**src/rtl/csm_pkg.sv**
```systemverilog
package csm_pkg;

    localparam int unsigned BREAK_LIMIT = 1100;  // 110 km/h in 0.1 km/h units
    localparam int unsigned MAR_W       = 8;     // margin width, holds up to 150

    typedef enum logic [2:0] {
        ST_NORMAL = 3'd0,
        ST_OVER   = 3'd1,
        ST_WARN   = 3'd2,
        ST_SBI    = 3'd3,
        ST_EBI    = 3'd4
    } sup_state_e;

    typedef enum logic [2:0] {
        BAND_OK   = 3'd0,
        BAND_OVER = 3'd1,
        BAND_WARN = 3'd2,
        BAND_SBI  = 3'd3,
        BAND_EBI  = 3'd4
    } speed_band_e;

    typedef struct packed {
        logic [MAR_W-1:0] warn;
        logic [MAR_W-1:0] sbi;
        logic [MAR_W-1:0] ebi;
    } margins_t;

    typedef struct packed {
        logic [2:0] disp;
        logic [1:0] brake;
    } codes_t;

    function automatic int unsigned warn_margin(int unsigned lim);
        int unsigned m;
        if (lim <= BREAK_LIMIT) return 40;
        m = (lim + 100) / 30;
        return (m > 50) ? 50 : m;
    endfunction

    function automatic int unsigned sbi_margin(int unsigned lim);
        int unsigned m;
        if (lim <= BREAK_LIMIT) return 55;
        m = (9 * lim + 1100) / 200;
        return (m > 100) ? 100 : m;
    endfunction

    function automatic int unsigned ebi_margin(int unsigned lim);
        int unsigned m;
        if (lim <= BREAK_LIMIT) return 75;
        m = (3 * lim - 300) / 40;
        return (m > 150) ? 150 : m;
    endfunction

    function automatic codes_t state_codes(sup_state_e st, logic fitted);
        codes_t c;
        c = '0;
        unique case (st)
            ST_NORMAL: c = '{disp: 3'd0, brake: 2'd0};
            ST_OVER:   c = '{disp: 3'd2, brake: 2'd0};
            ST_WARN:   c = '{disp: 3'd3, brake: 2'd0};
            ST_SBI:    c = '{disp: 3'd4, brake: fitted ? 2'd1 : 2'd2};
            ST_EBI:    c = '{disp: 3'd4, brake: 2'd2};
            default:   c = '0;
        endcase
        return c;
    endfunction

endpackage

```
**src/rtl/csm_margins.sv**
```systemverilog
module csm_margins
    import csm_pkg::*;
#(
    parameter int unsigned SPD_W = 12
) (
    input  logic [SPD_W-1:0] limit,
    output margins_t         mar
);
    always_comb begin
        mar.warn = MAR_W'(warn_margin(32'(limit)));
        mar.sbi  = MAR_W'(sbi_margin(32'(limit)));
        mar.ebi  = MAR_W'(ebi_margin(32'(limit)));
    end

    // margins are strictly ordered and within their caps
    always_comb begin
        p_margin_order_r3: assert (mar.warn < mar.sbi && mar.sbi < mar.ebi);
        p_margin_cap_r3:   assert (mar.warn <= 50 && mar.sbi <= 100 && mar.ebi <= 150);
    end
endmodule

```
**src/rtl/csm_classify.sv**
```systemverilog
module csm_classify
    import csm_pkg::*;
#(
    parameter int unsigned SPD_W = 12
) (
    input  logic [SPD_W-1:0] speed,
    input  logic [SPD_W-1:0] limit,
    input  margins_t         mar,
    output speed_band_e      band,
    output logic             standstill
);
    localparam int unsigned SUM_W = SPD_W + 1;

    logic [SUM_W-1:0] spd_x, lim_x, thr_warn, thr_sbi, thr_ebi;

    always_comb begin
        spd_x    = SUM_W'(speed);
        lim_x    = SUM_W'(limit);
        thr_warn = lim_x + SUM_W'(mar.warn);
        thr_sbi  = lim_x + SUM_W'(mar.sbi);
        thr_ebi  = lim_x + SUM_W'(mar.ebi);
        standstill = (speed == '0);
        if (spd_x > thr_ebi)       band = BAND_EBI;
        else if (spd_x > thr_sbi)  band = BAND_SBI;
        else if (spd_x > thr_warn) band = BAND_WARN;
        else if (spd_x > lim_x)    band = BAND_OVER;
        else                       band = BAND_OK;
    end
endmodule

```
**src/rtl/csm_fsm.sv**
```systemverilog
module csm_fsm
    import csm_pkg::*;
(
    input  logic        clk,
    input  logic        rst,
    input  logic        enable,
    input  logic        sb_fitted,
    input  logic        revoke_ok,
    input  speed_band_e band,
    input  logic        standstill,
    output codes_t      codes_q
);
    sup_state_e state_q, state_d;
    logic       fitted_q;

    // Settle to the final stable state within one update
    always_comb begin
        state_d = state_q;
        if (!enable) begin
            state_d = ST_NORMAL;
        end else begin
            unique case (state_q)
                ST_NORMAL, ST_OVER: begin
                    unique case (band)
                        BAND_EBI:  state_d = ST_EBI;
                        BAND_SBI:  state_d = ST_SBI;
                        BAND_WARN: state_d = ST_WARN;
                        BAND_OVER: state_d = ST_OVER;
                        default:   state_d = ST_NORMAL;
                    endcase
                end
                ST_WARN: begin
                    unique case (band)
                        BAND_EBI: state_d = ST_EBI;
                        BAND_SBI: state_d = ST_SBI;
                        BAND_OK:  state_d = ST_NORMAL;
                        default:  state_d = ST_WARN;
                    endcase
                end
                ST_SBI: begin
                    unique case (band)
                        BAND_EBI: state_d = ST_EBI;
                        BAND_OK:  state_d = ST_NORMAL;
                        default:  state_d = ST_SBI;
                    endcase
                end
                ST_EBI: begin
                    if (standstill || (revoke_ok && band == BAND_OK))
                        state_d = ST_NORMAL;
                    else
                        state_d = ST_EBI;
                end
                default: state_d = ST_NORMAL;
            endcase
        end
    end

    always_ff @(posedge clk) begin
        if (rst) begin
            state_q  <= ST_NORMAL;
            fitted_q <= sb_fitted;
            codes_q  <= '0;
        end else begin
            state_q  <= state_d;
            codes_q  <= state_codes(state_d, fitted_q);
        end
    end

    // a disabled cycle leaves both codes cleared
    p_disable_clears_r9: assert property (@(posedge clk) disable iff (rst)
        !enable |=> (codes_q.disp == 3'd0 && codes_q.brake == 2'd0));

    // a jump past the emergency threshold lands in emergency directly
    p_deep_jump_r4: assert property (@(posedge clk) disable iff (rst)
        (enable && band == BAND_EBI) |=> (state_q == ST_EBI && codes_q.brake == 2'd2));

    // emergency holds unless standstill or permitted revocation
    p_eb_latch_r7: assert property (@(posedge clk) disable iff (rst)
        (enable && state_q == ST_EBI && !standstill && !(revoke_ok && band == BAND_OK))
        |=> (state_q == ST_EBI));

    // non-emergency states fall back once speed is at or below the limit
    p_fall_back_r6: assert property (@(posedge clk) disable iff (rst)
        (enable && state_q != ST_EBI && band == BAND_OK) |=> (state_q == ST_NORMAL));

    // any brake command comes with the intervention display code
    p_brake_display_r8: assert property (@(posedge clk) disable iff (rst)
        (codes_q.brake != 2'd0) |-> (codes_q.disp == 3'd4));

    // the captured fitted bit never moves outside reset
    p_fitted_stable_r5: assert property (@(posedge clk) disable iff (rst)
        !$past(rst) |-> $stable(fitted_q));
endmodule

```
**src/rtl/csm_supervisor.sv**
```systemverilog
module csm_supervisor
    import csm_pkg::*;
#(
    parameter int unsigned SPD_W = 12
) (
    input  logic             clk,
    input  logic             rst,
    input  logic             enable,
    input  logic             sb_fitted,
    input  logic             revoke_ok,
    input  logic [SPD_W-1:0] speed_est,
    input  logic [SPD_W-1:0] speed_limit,
    output logic [2:0]       disp_code,
    output logic [1:0]       brake_code
);
    margins_t    mar;
    speed_band_e band;
    logic        standstill;
    codes_t      codes_q;

    csm_margins #(.SPD_W(SPD_W)) u_margins (
        .limit (speed_limit),
        .mar   (mar)
    );

    csm_classify #(.SPD_W(SPD_W)) u_classify (
        .speed      (speed_est),
        .limit      (speed_limit),
        .mar        (mar),
        .band       (band),
        .standstill (standstill)
    );

    csm_fsm u_fsm (
        .clk        (clk),
        .rst        (rst),
        .enable     (enable),
        .sb_fitted  (sb_fitted),
        .revoke_ok  (revoke_ok),
        .band       (band),
        .standstill (standstill),
        .codes_q    (codes_q)
    );

    assign disp_code  = codes_q.disp;
    assign brake_code = codes_q.brake;

    // the cycle after reset shows the normal state
    p_reset_normal_r1: assert property (@(posedge clk)
        $fell(rst) |-> (disp_code == 3'd0 && brake_code == 2'd0));
endmodule

```
**config.mk**
```make
export PLATFORM = sky130hd
export DESIGN_NAME = csm_supervisor
export DESIGN_NICKNAME = d
export VERILOG_FILES = /design/src/rtl/csm_pkg.sv /design/src/rtl/csm_margins.sv /design/src/rtl/csm_classify.sv /design/src/rtl/csm_fsm.sv /design/src/rtl/csm_supervisor.sv
export SDC_FILE = /design/constraint.sdc
export NUM_CORES = 1
export LEC_CHECK = 0
export BUFFER_PORTS_ARGS = -buffer_cell sky130_fd_sc_hd__buf_2
export CAP_MARGIN = 20
export CORE_MARGIN = 3
export CORE_UTILIZATION = 64
export CTS_CLUSTER_DIAMETER = 100
export CTS_CLUSTER_SIZE = 30
export DETAILED_ROUTE_END_ITERATION = 12
export PLACE_DENSITY = 0.87
export SETUP_SLACK_MARGIN = 0.5
export SKIP_CTS_REPAIR_TIMING = 1
export SYNTH_ARGS = -nofsm -noshare
export SYNTH_HDL_FRONTEND = slang
export SYNTH_SLANG_ARGS = --single-unit
export TNS_END_PERCENT = 5
```
**constraint.sdc**
```tcl
create_clock -name clk -period 32.6 [get_ports clk]
set_input_delay 6.52 -clock clk [delete_from_list [all_inputs] [get_ports clk]]
set_output_delay 6.52 -clock clk [all_outputs]
set_load 0.1 [all_outputs]
```
==> out/metrics.cfg <==
[pwr]
combPwrFrac_pct = 95.5
p_leak_nw = 3.842
total_power_uw = 774.9
peakVddDrop_uv = 58.55
power.density_nw_per_um2 = 87.64
clock_power_share_pct = 2.8
internal-power_uw = 326.3
p_switching_uw = 448.6
switching_share_pct = 57.89
p_seq_share_pct = 1.7

[placed_design]
dp_cells = 1345
dp_worst_setup_slack_ps = 14500
place_congestion = 0.9505
dpl.hpwl_um = 19390
port_buffers = 33
dpl_cell_area_um2 = 8763

[detailed_routing]
routed_wl_um = 24520
drc = 0
wl_per_cell_um = 18.17
first_pass_iters = 6
num_vias = 9360
ant_nets = 0
vias_per_cell = 6.938
dr.first_iter.drc_count = 938

[die]
die-height_um = 121.0
design.core.area_um2 = 12770
dieWidth_um = 121.0
row_count = 41
boundaryPins = 34
die-area_um2 = 14650
initial_utilization_pct = 66.31

[logic_synthesis]
synth.area.mux_share_pct = 3.058
yosysUniqueCellTypes = 102
async_reset_ff_share_pct = 0
synth_top_area_share_pct = 19.50
seq_area_frac_synth_pct = 2.245
ys_ff_latch = 9
synth.cell_area_um2 = 8471
yosysTopAreaCell = ha_1
syn_area_per_cell_um2 = 7.283
synth_top_family_by_area = compound AO/OA/AOI/OAI gates
synth_fa_ha_area_share_pct = 22.69
syn_inst = 1163
synth_edf_count = 1
synth_area_leaders = ha_1, a21oi_1, xnor2_1, o21ai_0, a21o_1
synth_flop_cell = dfxtp_1
synth_compound_area_share_pct = 37.75
synth_xor_area_share_pct = 7.341
synth-simple-area-share_pct = 22.11
yosys_warnings = 0

[worst_setup_path]
startpoint = speed_limit[6]
crit_required_ps = 32750
start_kind = primary input
critical-path-slowest-cell = xnor2_1
crit_top_cell = a21oi_1
r2r_slack_ps = 30910
path_class = primary input to register
reg2reg_from = u_fsm.state_q[1]
path_max_fanout = 9
slowest_delay_ps = 610
setup.worst_path.end_class = register
arrival_ps = 18380

[sta]
tightest_slew_ps = 989.3
slew_headroom_pct = 33.58
fin_setup_tns_ps = 0
period_minus_slack_ps = 18230
fmax_ghz = 0.05485
setup_violations = 0
fin_skew_ps = 0.8598
timing.final.crit_share_pct = 55.92
setup_ws_ps = 14370
rsz0062_at_grt = no
hold_viol_final = 0
drv_slew = 0

[clock_network]
cts_sinks = 9
clk_path_buf_depth = 2
cts_tree = yes
numCtsBuffers = 3
htree_levels = 1
cts_root_buf = clkbuf_16
clkTransAtPathRegs_ps = 40
clkLatencyLatePin_ps = 230

[global_routing]
grt_pass1_vias = 8604
antenna_found_initial = 0
grt_remaining_overflow = 0
grt_max_degree = 23
grt_use_total_pct = 32.26
grt_pass1_wl_um = 40140

[flow_run]
maxCapViolations = 0

[finish]
layout-drive-gt1-share_pct = 8.241
area_growth_syn_to_layout_pct = 4.387
final_cells = 1349
finalNetCount = 1350
n_antenna_cell = 0
final_area_um2 = 8842

[min_path]
min_path_type = register to register
min_from = u_fsm.fitted_q

[outcome]
status = complete, no violations

==> cells by family after synthesis <==
family,count (synthesis)
other cells,1
buf+inv,104
flops,9
compound gates,449
simple gates,358
xor+xnor,71
fa+ha+maj,148
mux,23
==> worst max-delay path, delay by kind of cell <==
kind / cells / cell delay (ps)
AOI/OAI and AO/OA: 30 / 6450
xor gates and xnor gates: 2 / 740
adders and majority gates: 6 / 1770
and+or+nand+nor: 12 / 2130
buffers and inverters: 5 / 750
==> cell type report <==
| type | instances | area (µm²) |
|---|---|---|
| Multi-Input combinational cell | 1054 | 7893 |
| Fill cell | 1084 | 3931 |
| Inverter | 74 | 277.8 |
| Tap cell | 172 | 215.2 |
| Sequential cell | 9 | 190.2 |
| Timing Repair Buffer | 36 | 187.7 |
| Clock buffer | 4 | 78.83 |
==> final timing paths <==
kind,to,depth (start not counted)
setup / recovery,u_fsm.codes_q[1],55
hold / removal,u_fsm.codes_q[1],1
setup reg to reg,u_fsm.codes_q[1],6
hold reg to reg,u_fsm.codes_q[1],1
==> per-stage QoR <==
stage	util, %	hold slack, ps
after floorplan	-	435.0
after global placement	68.61	454.3
after detailed placement	68.61	485.1
after CTS	69.22	502.6
after global routing	69.22	546.5
final	69.22	501.6
==> power by group through the flow <==
stage               combinational [mW]  sequential [mW]  clock, mW
global placement                 0.701           0.0131          0
finish                           0.740           0.0130     0.0216
detailed placement               0.719           0.0131          0
global route                     0.813           0.0131     0.0224
CTS                              0.723           0.0130     0.0217
floorplan                        0.574           0.0179          0
==> state kept, by name (all words and copies together) (netlist names) <==
name and count:
u_fsm.codes_q 5, u_fsm.state_q 3, u_fsm.fitted_q 1
==> metal layers <==
metal  routed length, µm  global-route usage, %  vias to the layer above
li1                    -                      -                     4482
met1               10390                  42.52                     4293
met2               11290                  54.67                      504
met3                2005                  2.844                       81
met4                 823                  11.97                        0
met5                   0                      0                        -
==> cell usage after synthesis (14+ instances only) <==
library cell,instances
a211oi_1,17
a21o_1,38
a21oi_1,92
a31oi_1,18
clkbuf_1,16
ha_1,132
inv_1,73
nand2_1,70
nand3_1,42
nand4_1,23
nor2_1,71
nor2b_1,23
nor3_1,31
o211ai_1,26
o21a_1,21
o21ai_0,71
or3_1,14
xnor2_1,52
xor2_1,19
==> cell usage in the layout, fill, tap and decap left out, types with 6 or more instances in the layout <==
cell type and count:
a211o_1 9, a211oi_1 17, a211oi_2 9, a21o_1 38, a21oi_1 92, a31oi_1 18, and2_1 13, and3_1 13
buf_2 33, dfxtp_1 8, fa_1 11, ha_1 132, inv_1 73, mux2_2 6, mux2i_1 13, nand2_1 70
nand2b_1 12, nand3_1 42, nand4_1 23, nor2_1 71, nor2b_1 23, nor3_1 31, nor4_1 7, o211ai_1 26
o21a_1 21, o21ai_0 71, o21ai_1 11, o21bai_1 9, o22ai_1 10, o31ai_1 8, or2_2 8, or3_1 14
xnor2_1 52, xor2_1 19
Power figures use the tool's default switching activity.
